`config.mk`:
```
export PLATFORM = sky130hd
export DESIGN_NAME = addr_capture_unit
export DESIGN_NICKNAME = d
export VERILOG_FILES = /design/src/rtl/acu_pkg.sv /design/src/rtl/acu_cfg_reg.sv /design/src/rtl/acu_upper_latch.sv /design/src/rtl/acu_addr_assemble.sv /design/src/rtl/addr_capture_unit.sv
export SDC_FILE = /design/constraint.sdc
export NUM_CORES = 1
export LEC_CHECK = 0
export CORE_MARGIN = 2
export CORE_UTILIZATION = 46
export DETAILED_ROUTE_END_ITERATION = 16
export MAX_ROUTING_LAYER = met4
export PLACE_DENSITY_LB_ADDON = 0.3
export SLEW_MARGIN = 20
export SYNTH_ARGS = -nofsm -noshare
export SYNTH_HDL_FRONTEND = slang
export SYNTH_SLANG_ARGS = --single-unit
```
`constraint.sdc`:
```
create_clock -name clk -period 2.6 [get_ports clk]
set_input_delay 0.52 -clock clk [delete_from_list [all_inputs] [get_ports clk]]
set_output_delay 0.52 -clock clk [all_outputs]
set_load 0.01 [all_outputs]
```
`src/rtl/acu_pkg.sv`:
```
`timescale 1ns/1ps
package acu_pkg;
  localparam int LOW_W  = 16;
  localparam int CFG_W  = 16;
  localparam int EN_BIT = 4;

  typedef enum logic {
    MODE_MUX     = 1'b0,
    MODE_ALLDATA = 1'b1
  } mode_e;
endpackage

```
`src/rtl/acu_cfg_reg.sv`:
```
`timescale 1ns/1ps
module acu_cfg_reg
  import acu_pkg::*;
(
  input  logic             clk,
  input  logic             rst,
  input  logic             wr,
  input  logic [CFG_W-1:0] wdata,
  output logic [CFG_W-1:0] word_q,
  output mode_e            mode,
  output logic             en_rise
);
  // A 0-to-1 change of the enable bit, taken in the write cycle.
  assign en_rise = wr && wdata[EN_BIT] && (mode == MODE_MUX);
  assign mode    = word_q[EN_BIT] ? MODE_ALLDATA : MODE_MUX;

  always_ff @(posedge clk) begin
    if (rst) begin
      word_q <= '0;
    end else if (wr) begin
      word_q <= wdata;
    end
  end

  AST_CFG_WRITE_TAKES: assert property (@(posedge clk) disable iff (rst)
    wr |=> (mode_o_bit(mode) == $past(wdata[EN_BIT])));

  function automatic logic mode_o_bit(mode_e m);
    return (m == MODE_ALLDATA);
  endfunction
endmodule

```
`src/rtl/acu_upper_latch.sv`:
```
`timescale 1ns/1ps
module acu_upper_latch #(
  parameter int W = 8
) (
  input  logic         clk,
  input  logic         rst,
  input  logic         clr,
  input  logic         cap,
  input  logic [W-1:0] d,
  output logic [W-1:0] q
);
  always_ff @(posedge clk) begin
    if (rst) begin
      q <= '0;
    end else if (clr) begin
      q <= '0;
    end else if (cap) begin
      q <= d;
    end
  end

  AST_ZERO_ON_ENABLE: assert property (@(posedge clk) disable iff (rst)
    clr |=> (q == '0));
  AST_UPPER_HOLD: assert property (@(posedge clk) disable iff (rst)
    (!clr && !cap) |=> $stable(q));
endmodule

```
`src/rtl/acu_addr_assemble.sv`:
```
`timescale 1ns/1ps
module acu_addr_assemble
  import acu_pkg::*;
#(
  parameter int UPPER_W = 8,
  localparam int ADDR_W = LOW_W + UPPER_W
) (
  input  logic               clk,
  input  logic               rst,
  input  logic               adv,
  input  logic               oe_n,
  input  mode_e              mode,
  input  logic [LOW_W-1:0]   ad,
  input  logic [UPPER_W-1:0] hi,
  input  logic [UPPER_W-1:0] upper_q,
  output logic               upper_cap,
  output logic [ADDR_W-1:0]  addr_out,
  output logic               addr_valid
);
  assign upper_cap = adv && (mode == MODE_ALLDATA) && !oe_n;

  always_ff @(posedge clk) begin
    if (rst) begin
      addr_out   <= '0;
      addr_valid <= 1'b0;
    end else begin
      addr_valid <= 1'b0;
      if (adv) begin
        if (mode == MODE_MUX) begin
          addr_out   <= {hi, ad};
          addr_valid <= 1'b1;
        end else if (oe_n) begin
          addr_out   <= {upper_q, ad};
          addr_valid <= 1'b1;
        end
      end
    end
  end

  AST_VALID_NEEDS_STROBE: assert property (@(posedge clk) disable iff (rst)
    !adv |=> !addr_valid);
  AST_ADDR_HOLD_IDLE: assert property (@(posedge clk) disable iff (rst)
    !adv |=> $stable(addr_out));
  AST_UPPER_PHASE_SILENT: assert property (@(posedge clk) disable iff (rst)
    upper_cap |=> (!addr_valid && $stable(addr_out)));
  AST_DEFAULT_USES_PINS: assert property (@(posedge clk) disable iff (rst)
    (adv && mode == MODE_MUX) |=> (addr_out[ADDR_W-1:LOW_W] == $past(hi)));
endmodule

```
`src/rtl/addr_capture_unit.sv`:
```
`timescale 1ns/1ps
module addr_capture_unit
  import acu_pkg::*;
#(
  parameter int UPPER_W = 8,
  localparam int ADDR_W = LOW_W + UPPER_W
) (
  input  logic               clk,
  input  logic               rst,
  input  logic               cfg_wr,
  input  logic [CFG_W-1:0]   cfg_wdata,
  input  logic               adv,
  input  logic               oe_n,
  input  logic [LOW_W-1:0]   ad_bus,
  input  logic [UPPER_W-1:0] hi_pins,
  output logic [ADDR_W-1:0]  addr_out,
  output logic               addr_valid,
  output logic               mode_o,
  output logic [CFG_W-1:0]   cfg_word
);
  mode_e              mode;
  logic               en_rise;
  logic               upper_cap;
  logic [UPPER_W-1:0] upper_q;

  acu_cfg_reg u_cfg (
    .clk     (clk),
    .rst     (rst),
    .wr      (cfg_wr),
    .wdata   (cfg_wdata),
    .word_q  (cfg_word),
    .mode    (mode),
    .en_rise (en_rise)
  );

  acu_upper_latch #(.W(UPPER_W)) u_upper (
    .clk (clk),
    .rst (rst),
    .clr (en_rise),
    .cap (upper_cap),
    .d   (ad_bus[UPPER_W-1:0]),
    .q   (upper_q)
  );

  acu_addr_assemble #(.UPPER_W(UPPER_W)) u_asm (
    .clk        (clk),
    .rst        (rst),
    .adv        (adv),
    .oe_n       (oe_n),
    .mode       (mode),
    .ad         (ad_bus),
    .hi         (hi_pins),
    .upper_q    (upper_q),
    .upper_cap  (upper_cap),
    .addr_out   (addr_out),
    .addr_valid (addr_valid)
  );

  assign mode_o = (mode == MODE_ALLDATA);

  AST_ENABLED_LOW_PHASE: assert property (@(posedge clk) disable iff (rst)
    (adv && oe_n && mode_o) |=> (addr_valid && addr_out[LOW_W-1:0] == $past(ad_bus)));
  AST_WRITE_KEEPS_OLD_DECODE: assert property (@(posedge clk) disable iff (rst)
    (cfg_wr && adv && !mode_o) |=> addr_valid);
endmodule

```
# ---- After elaboration in Yosys (flattened, before gate mapping)
# Index checks and enable logic that the tools add are counted.
dict set report word_totals {
  regBits 49
  latchBits 0
  mem_bits_rw 0
  rom_bits 0
  output_inout_bits 42
  wordCells 20
  n_memories 0
}
dict set report op_classes {
  add_sub_neg 0
  mul 0
  n_div 0
  n_lt_le_gt_ge 0
  n_eq_ne 1
  n_shift 0
  n_mux 5
  n_bitwise 2
  n_reduce_logical 8
}
# operator n
set ops {}
lappend ops {{$mux W24} 2}
lappend ops {{$logic_and A1 B1 Y1} 4}
lappend ops {{$reduce_or A2 Y1} 2}
lappend ops {{$mux W1} 3}
lappend ops {{$ne A2 B2 Y1 const B} 1}
lappend ops {{$not A1 Y1} 2}
lappend ops {{$reduce_and A2 Y1} 1}
lappend ops {{$logic_not A1 Y1} 1}

# ---- Logic depth before layout (Yosys ltp)
# Gate-level depths: netlist (run 1).
dict set report depth {
  ltp_word 4
  depth_mapped 5
  depth_no_buf 3
}

# ---- Hierarchy
# A second synthesis (run 1) with hierarchy kept.
dict set report hier_totals {
  hier_cells 198
  area_unflattened_um2 2082.0
}
# module n_inst cells_per_inst area_each_um2
set by_module_without_submodules {}
lappend by_module_without_submodules {acu_addr_assemble 1 117 1187.4}
lappend by_module_without_submodules {acu_cfg_reg 1 54 599.3}
lappend by_module_without_submodules {acu_upper_latch 1 27 295.3}

# ---- Least setup slack after synthesis (run 1)
# OpenSTA, ideal clock, no wires.
dict set report synth_path {
  path_type {input port to flip-flop}
  start {input port oe_n}
  end {register u_asm.addr_out[19]}
  setup_time_ns 0.126
  arrival_ns 1.148
  required_time_ns 2.474
  setup_slack_ns 1.326
  cell_stages 5
  n_path_buf 2
  path_cell_list {nand2b_1 buf_4 buf_4 a21oi_1 a211oi_2}
}
dict set report synth_via {
  elab_chain_cells 2
}
# element line_no
set synth_lines {}
lappend synth_lines {{start: declaration} addr_capture_unit.sv:13} ;# input logic oe_n,
lappend synth_lines {{$ne A2 B2 Y1 (no line)} --}
lappend synth_lines {{$reduce_and A2 Y1 (no line)} --}
lappend synth_lines {{end signal: assignment} acu_addr_assemble.sv:30} ;# addr_out <= {hi, ad};
lappend synth_lines {{end signal: assignment} acu_addr_assemble.sv:33} ;# addr_out <= {upper_q, ad};
lappend synth_lines {{end: declaration} acu_addr_assemble.sv:17} ;# output logic [ADDR_W-1:0] addr_out,
# Every way passes these cells.
# A chain may end at the register's enable or synchronous reset.

# ---- Worst setup path in the final report (run 1)
dict set report layout_path {
  start {register u_asm.addr_out[22]}
  end {output port addr_out[22]}
}
# element line_no
set layout_rtl {}
lappend layout_rtl {{end: declaration} addr_capture_unit.sv:16} ;# output logic [ADDR_W-1:0] addr_out,
# No word-level cell between the ends.

==> results.toml, run 1 <==
[finish]
design_area_sq_um = 3020
drive_gt1_share_pct = 17.42
fill_cells = 356
final_nets = 331
area_growth_pct = 44.21
register_area_sq_um = 980.9
fin_util_pct = 68.89
multi_input_area_sq_um = 932.1
insertedDiodeCount = 0
final_common_cell = "clkdlybuf4s50_1"
layout_common_cells = "clkdlybuf4s50_1 (85), dfxtp_1 (49), mux2i_1 (24), nand3_1 (24), a21oi_1 (21)"
final_cells = 339

[hold_path]
min_path_type = "flip-flop to flip-flop"

[worst_setup_path]
path_buf_inv = 1
start_kind = "flip-flop"
critPathMaxFanout = 2
crit_arrival_ps = 1240
cp.required_ps = 2080
end_kind = "primary output"
crit_slowest_cell = "clkdlybuf4s50_1"
worst-setup-path-type = "flip-flop to primary output"
cpLargestDelayFamily = "buffers and inverters"
critPathMaxStageDelay_ps = 560
crit_chain = "clkdlybuf4s50_1"

[power]
p_int_uw = 1285
pwr-share-comb_pct = 18.6
p_leak_uw = 0.001110
irDropWorstVdd_v = 0.0004000
p_sw_uw = 405.0
power_frac_seq_pct = 48.2
sw_frac_of_total_pct = 23.96
power_density_nw_per_um2 = 559.6
clockPowerShare_pct = 33.2

[die]
start_util_pct = 47.77
fp.dieArea_sq_um = 5109
core_sq_um = 4384
rows = 24
io_pins = 87
die_w_um = 71.48
die_h_um = 71.48

[place]
place_inst = 331
placed_area_sq_um = 2904
io_buffer_count = 86
dp_worst_setup_slack_ps = 612.1
gp_congestion = 0.7764
hpwl_um = 3534

[sta]
slew_headroom_pct = 68.22
setup_viol = 0
slew_violations = 0
hold_violations = 0
tns_ps = 0
tightestPinTransition_ps = 475.3
finalCritPeriodShare_pct = 67.65
clock.fmax_ghz = 0.5685
finClkSkew_ps = 7.458
rsz0062_at_grt = "no"
period_minus_slack_ps = 1759
layout_setup_ws_ps = 841.0

[clock_network]
cts_hold_buffers = 0
cts_tree = "built"
cts_resized = 0
cts_max_path_buffers = 2
htree_levels = 2
cts-buffers-inserted = 5
cts_root_buffer = "clkbuf_8"
cts_sinks = 49
clock_latency_ps = 300
cts_setup_buffers = 0
clkTransAtPathRegs_ps = 90

[global_routing]
grtUsageTotal_pct = 19.87
grt_pass1_wl_um = 7783
grt_pass1_vias = 1682
grt.overflow.total = 0
antenna_found_initial = 0
grt_max_degree = 27

[yosys]
synth.top_cell.area_share_pct = 46.83
syn_area_sq_um = 2095
synth_area_leaders = "dfxtp_1 (47%), mux2i_1 (11%), nand3_1 (5.7%)"
synth_flop_cell = "dfxtp_1"
yosysSeqAreaShare_pct = 46.83
synth_top_area_cell = "dfxtp_1"
synth.yosys.warnings = 0
avgSynthCellArea_sq_um = 10.22
synth-edff-count = 0
synthCells = 205
ys_types = 23
ys_seq_elements = 49
synthArstFlopShare_pct = 0
syn-num-nets = 250

[route]
wire_per_inst_um = 14.34
finalWirelength_um = 4860
vias = 1791
via_per_inst = 5.283
drcViolationCount = 0
drtAntennaViolNets = 0
drt-initial-drc-count = 61
firstDrtPassIters = 4

[job]
drv_cap = 0

[outcome]
status = "complete, no violations"
path summary, 6_finish.rpt:
kind | start | end | slack (ps) | cells past startpoint
setup / recovery | u_asm.addr_out[22] | addr_out[22] | 840 | 1
hold / removal | u_upper.q[4] | u_upper.q[4] | 470 | 2
setup reg to reg | u_cfg.word_q[4] | u_asm.addr_out[3] | 1130 | 5
hold reg to reg | u_upper.q[4] | u_upper.q[4] | 470 | 2
power by group through the flow:
stage                     sequential, uW  clock [uW]  combinational, uW
after floorplan                      849           0                141
after global placement               832           0                312
after detailed placement             832           0                316
after CTS                            815         568                318
after global routing                 820         600                338
final                                815         561                315
sequential cells by signal, indices dropped and copies added, names as in the netlist:
name	flops
u_asm.addr_out	24
u_asm.addr_valid	1
u_cfg.word_q	16
u_upper.q	8
metal layers:
metal / routed length, um / vias up / GRT usage [%] / part of all wire (%)
li1: - / 882 / - / -
met1: 2194 / 833 / 25.13 / 45
met2: 2239 / 68 / 30.66 / 46
met3: 353 / 8 / 5.626 / 7.3
met4: 72 / 0 / 6.709 / 1.5
met5: 0 / - / - / 0
cell usage after synthesis, types with 2 or more instances:
cell and instances:
dfxtp_1 49, mux2i_1 24, nand3_1 24, a21oi_1 21, nor2_1 16, a21oi_2 11
o21ai_2 11, a211oi_2 8, nand2_1 8, buf_2 6, buf_4 5, buf_6 5
o21ai_0 5, buf_12 2, clkbuf_1 2
cell families (layout without fill, tap and decap cells):
group,count (synthesis),count (layout),synth area share (%)
muxes,24,24,11.47
AOI/OAI and AO/OA,57,57,20.61
and+or+nand+nor,53,53,12.43
buffers and inverters,22,104,8.662
DFF,49,49,46.83
final cells by class:
| cell class | instances | share of cell area [%] |
|---|---|---|
| flip-flops and latches | 49 | 32.48 |
| repair buffers | 94 | 30.32 |
| inverters | 2 | 0.3314 |
| well taps | 52 | 2.154 |
| clock buffers | 7 | 2.858 |
| multi-input cells | 134 | 30.86 |
| clock inverters | 1 | 0.9942 |
through the flow:
| step | total power, uW | hold WS [ps] |
|---|---|---|
| 6_report | 1690 | 465.1 |
| 5_1_grt | 1758 | 474.8 |
| 4_1_cts | 1701 | 464.1 |
| 3_5_place_dp | 1148 | 450.9 |
| 3_3_place_gp | 1144 | 443.9 |
| 2_1_floorplan | 989.7 | 436.0 |
worst reg2reg max path: stages, from the launching register on:
cell and delay (ps):
dfxtp_1 360, buf_4 240, and2b_1 150, buf_4 330, o21ai_0 160, a21oi_1 160
Power figures use the tool's default switching activity.
==> run 2, diff against run 1 <==
--- a/config.mk
+++ b/config.mk
@@ -6,7 +6,7 @@
 export NUM_CORES = 1
 export LEC_CHECK = 0
 export CORE_MARGIN = 2
-export CORE_UTILIZATION = 46
+export CORE_UTILIZATION = 42
 export DETAILED_ROUTE_END_ITERATION = 16
 export MAX_ROUTING_LAYER = met4
 export PLACE_DENSITY_LB_ADDON = 0.3
==> constraint.sdc (replaced) <==
create_clock -name clk -period 1.8 [get_ports clk]
set_input_delay 0.36 -clock clk [delete_from_list [all_inputs] [get_ports clk]]
set_output_delay 0.36 -clock clk [all_outputs]
set_load 0.01 [all_outputs]
==> results.toml, run 2 (synthesized netlist as in run 1, its figures left out) <==
[finish]
largest_register = "u_asm.addr_out"
fill_cells = 441
final_common_cell = "clkdlybuf4s50_1"
layout_common_cells = "clkdlybuf4s50_1 (85), dfxtp_1 (49), mux2i_1 (24), nand3_1 (24), a21oi_1 (21)"
drive_gt1_share_pct = 18.28
reg_top3 = "u_asm.addr_out (24), u_cfg.word_q (16), u_upper.q (8)"
area_growth_pct = 45.70
insertedDiodeCount = 0
largest_reg_flops = 24
final_nets = 335

[die]
fp.dieArea_sq_um = 5568
start_util_pct = 44.05
rows = 25
die_h_um = 74.62
io_pins = 87
die_w_um = 74.62
core_sq_um = 4755

[sta]
tightestPinTransition_ps = 339.9
hold_violations = 0
finalCritPeriodShare_pct = 87.16
slew_headroom_pct = 77.34
hold_ws_ps = 436.4
slew_violations = 0
clock.fmax_ghz = 0.6374
rsz0062_at_grt = "no"
tns_ps = 0
finClkSkew_ps = 3.030
setup_viol = 0
period_minus_slack_ps = 1569

[job]
drv_cap = 0

[clock_network]
cts_tree = "built"
cts_setup_buffers = 0
cts_sinks = 49
cts_root_buffer = "clkbuf_8"
clock_latency_ps = 290
clkTransAtPathRegs_ps = 80
cts-buffers-inserted = 5
cts_hold_buffers = 0
cts_max_path_buffers = 2
htree_levels = 2
cts_resized = 0

[route]
drt-initial-drc-count = 64
drtAntennaViolNets = 0
firstDrtPassIters = 4
met2_length_um = 2139
via_per_inst = 4.994
finalWirelength_um = 4741
wire_per_inst_um = 13.28
wl_met1_um = 2069
drcViolationCount = 0
top_layer = "met4"
vias = 1783
dr_wl_met3_um = 483

[worst_setup_path]
crit_slowest_cell = "clkdlybuf4s50_1"
critPathMaxFanout = 2
cpLargestDelayFamily = "buffers and inverters"
worst-setup-path-type = "flip-flop to primary output"
cp-endpoint = "addr_out[23]"
end_kind = "primary output"
r2r_end = "u_upper.q[7]"
timing.rr.start = "u_cfg.word_q[4]"
critPathMaxStageDelay_ps = 570
startpoint = "u_asm.addr_out[23]"
path_buf_inv = 1
cp.depth = 1
reg2reg_slack_ps = 480
start_kind = "flip-flop"
r2r_cells = 5
cp.required_ps = 1440
crit_arrival_ps = 1210
crit_chain = "clkdlybuf4s50_1"

[place]
io_buffer_count = 86
hpwl_um = 3511
gp_congestion = 0.8018

[power]
power_density_nw_per_um2 = 743.9
p_leak_uw = 0.001121
irDropWorstVdd_v = 0.0003339

[hold_path]
hold_depth = 2
min_path_type = "primary input to flip-flop"

[global_routing]
grt_pass1_vias = 1640
grtUsageTotal_pct = 18.30
grt_max_degree = 30
grt.overflow.total = 0
antenna_found_initial = 0
grt_pass1_wl_um = 7507

[outcome]
status = "complete, no violations"
## run 2: cell count changes in the layout (fill, tap and decap cells not counted)
cell       previous run  this run
buf_12                0         1
buf_4                 8        11
bufinv_16             1         0
## run 2: worst min-delay path by stage
stage / end / slack (ps) / startpoint
after global routing: u_cfg.word_q[9] / 450 / rst
final: u_cfg.word_q[8] / 440 / rst
after global placement: u_upper.q[7] / 450 / u_upper.q[7]
after detailed placement: u_upper.q[7] / 450 / u_upper.q[7]
after CTS: u_cfg.word_q[8] / 430 / rst
after floorplan: u_upper.q[0] / 440 / u_upper.q[0]
## run 2: metal layers
| metal | GRT usage, % | vias up |
|---|---|---|
| met5 | - | - |
| met4 | 6.548 | 0 |
| met3 | 5.355 | 5 |
| met2 | 27.73 | 75 |
| met1 | 23.34 | 817 |
| li1 | - | 886 |
## run 2: cell type report
| type | instances | area [sq um] | share of cell area (%) |
|---|---|---|---|
| multi-input cells | 134 | 932.1 | 30.55 |
| flip-flops and latches | 49 | 980.9 | 32.14 |
| clock buffers | 7 | 86.33 | 2.829 |
| inverters | 2 | 10.01 | 0.3280 |
| well taps | 67 | 83.83 | 2.747 |
| repair buffers | 98 | 958.4 | 31.41 |
## run 2: stage by stage
step | util [%] | total power, uW | area [sq um] | instances | setup WS [ps]
2_1_floorplan | - | 1430 | 2095 | 205 | 677.8
3_3_place_gp | 62.37 | 1660 | 2965 | 350 | 173.2
3_5_place_dp | 62.37 | 1665 | 2965 | 350 | 145.9
4_1_cts | 64.18 | 2305 | 3052 | 357 | 220.1
5_1_grt | 64.18 | 2375 | 3052 | 357 | 183.1
6_report | 64.18 | 2270 | 3052 | 357 | 231.2
## run 2: power by group
part | total, uW | leakage (uW) | internal (uW) | switching (uW)
Clock | 633 | 0.0000443 | 305 | 327
Sequential | 1180 | 0.000403 | 1140 | 32.2
Combinational | 462 | 0.000673 | 267 | 195
Total | 2270 | 0.00112 | 1720 | 554
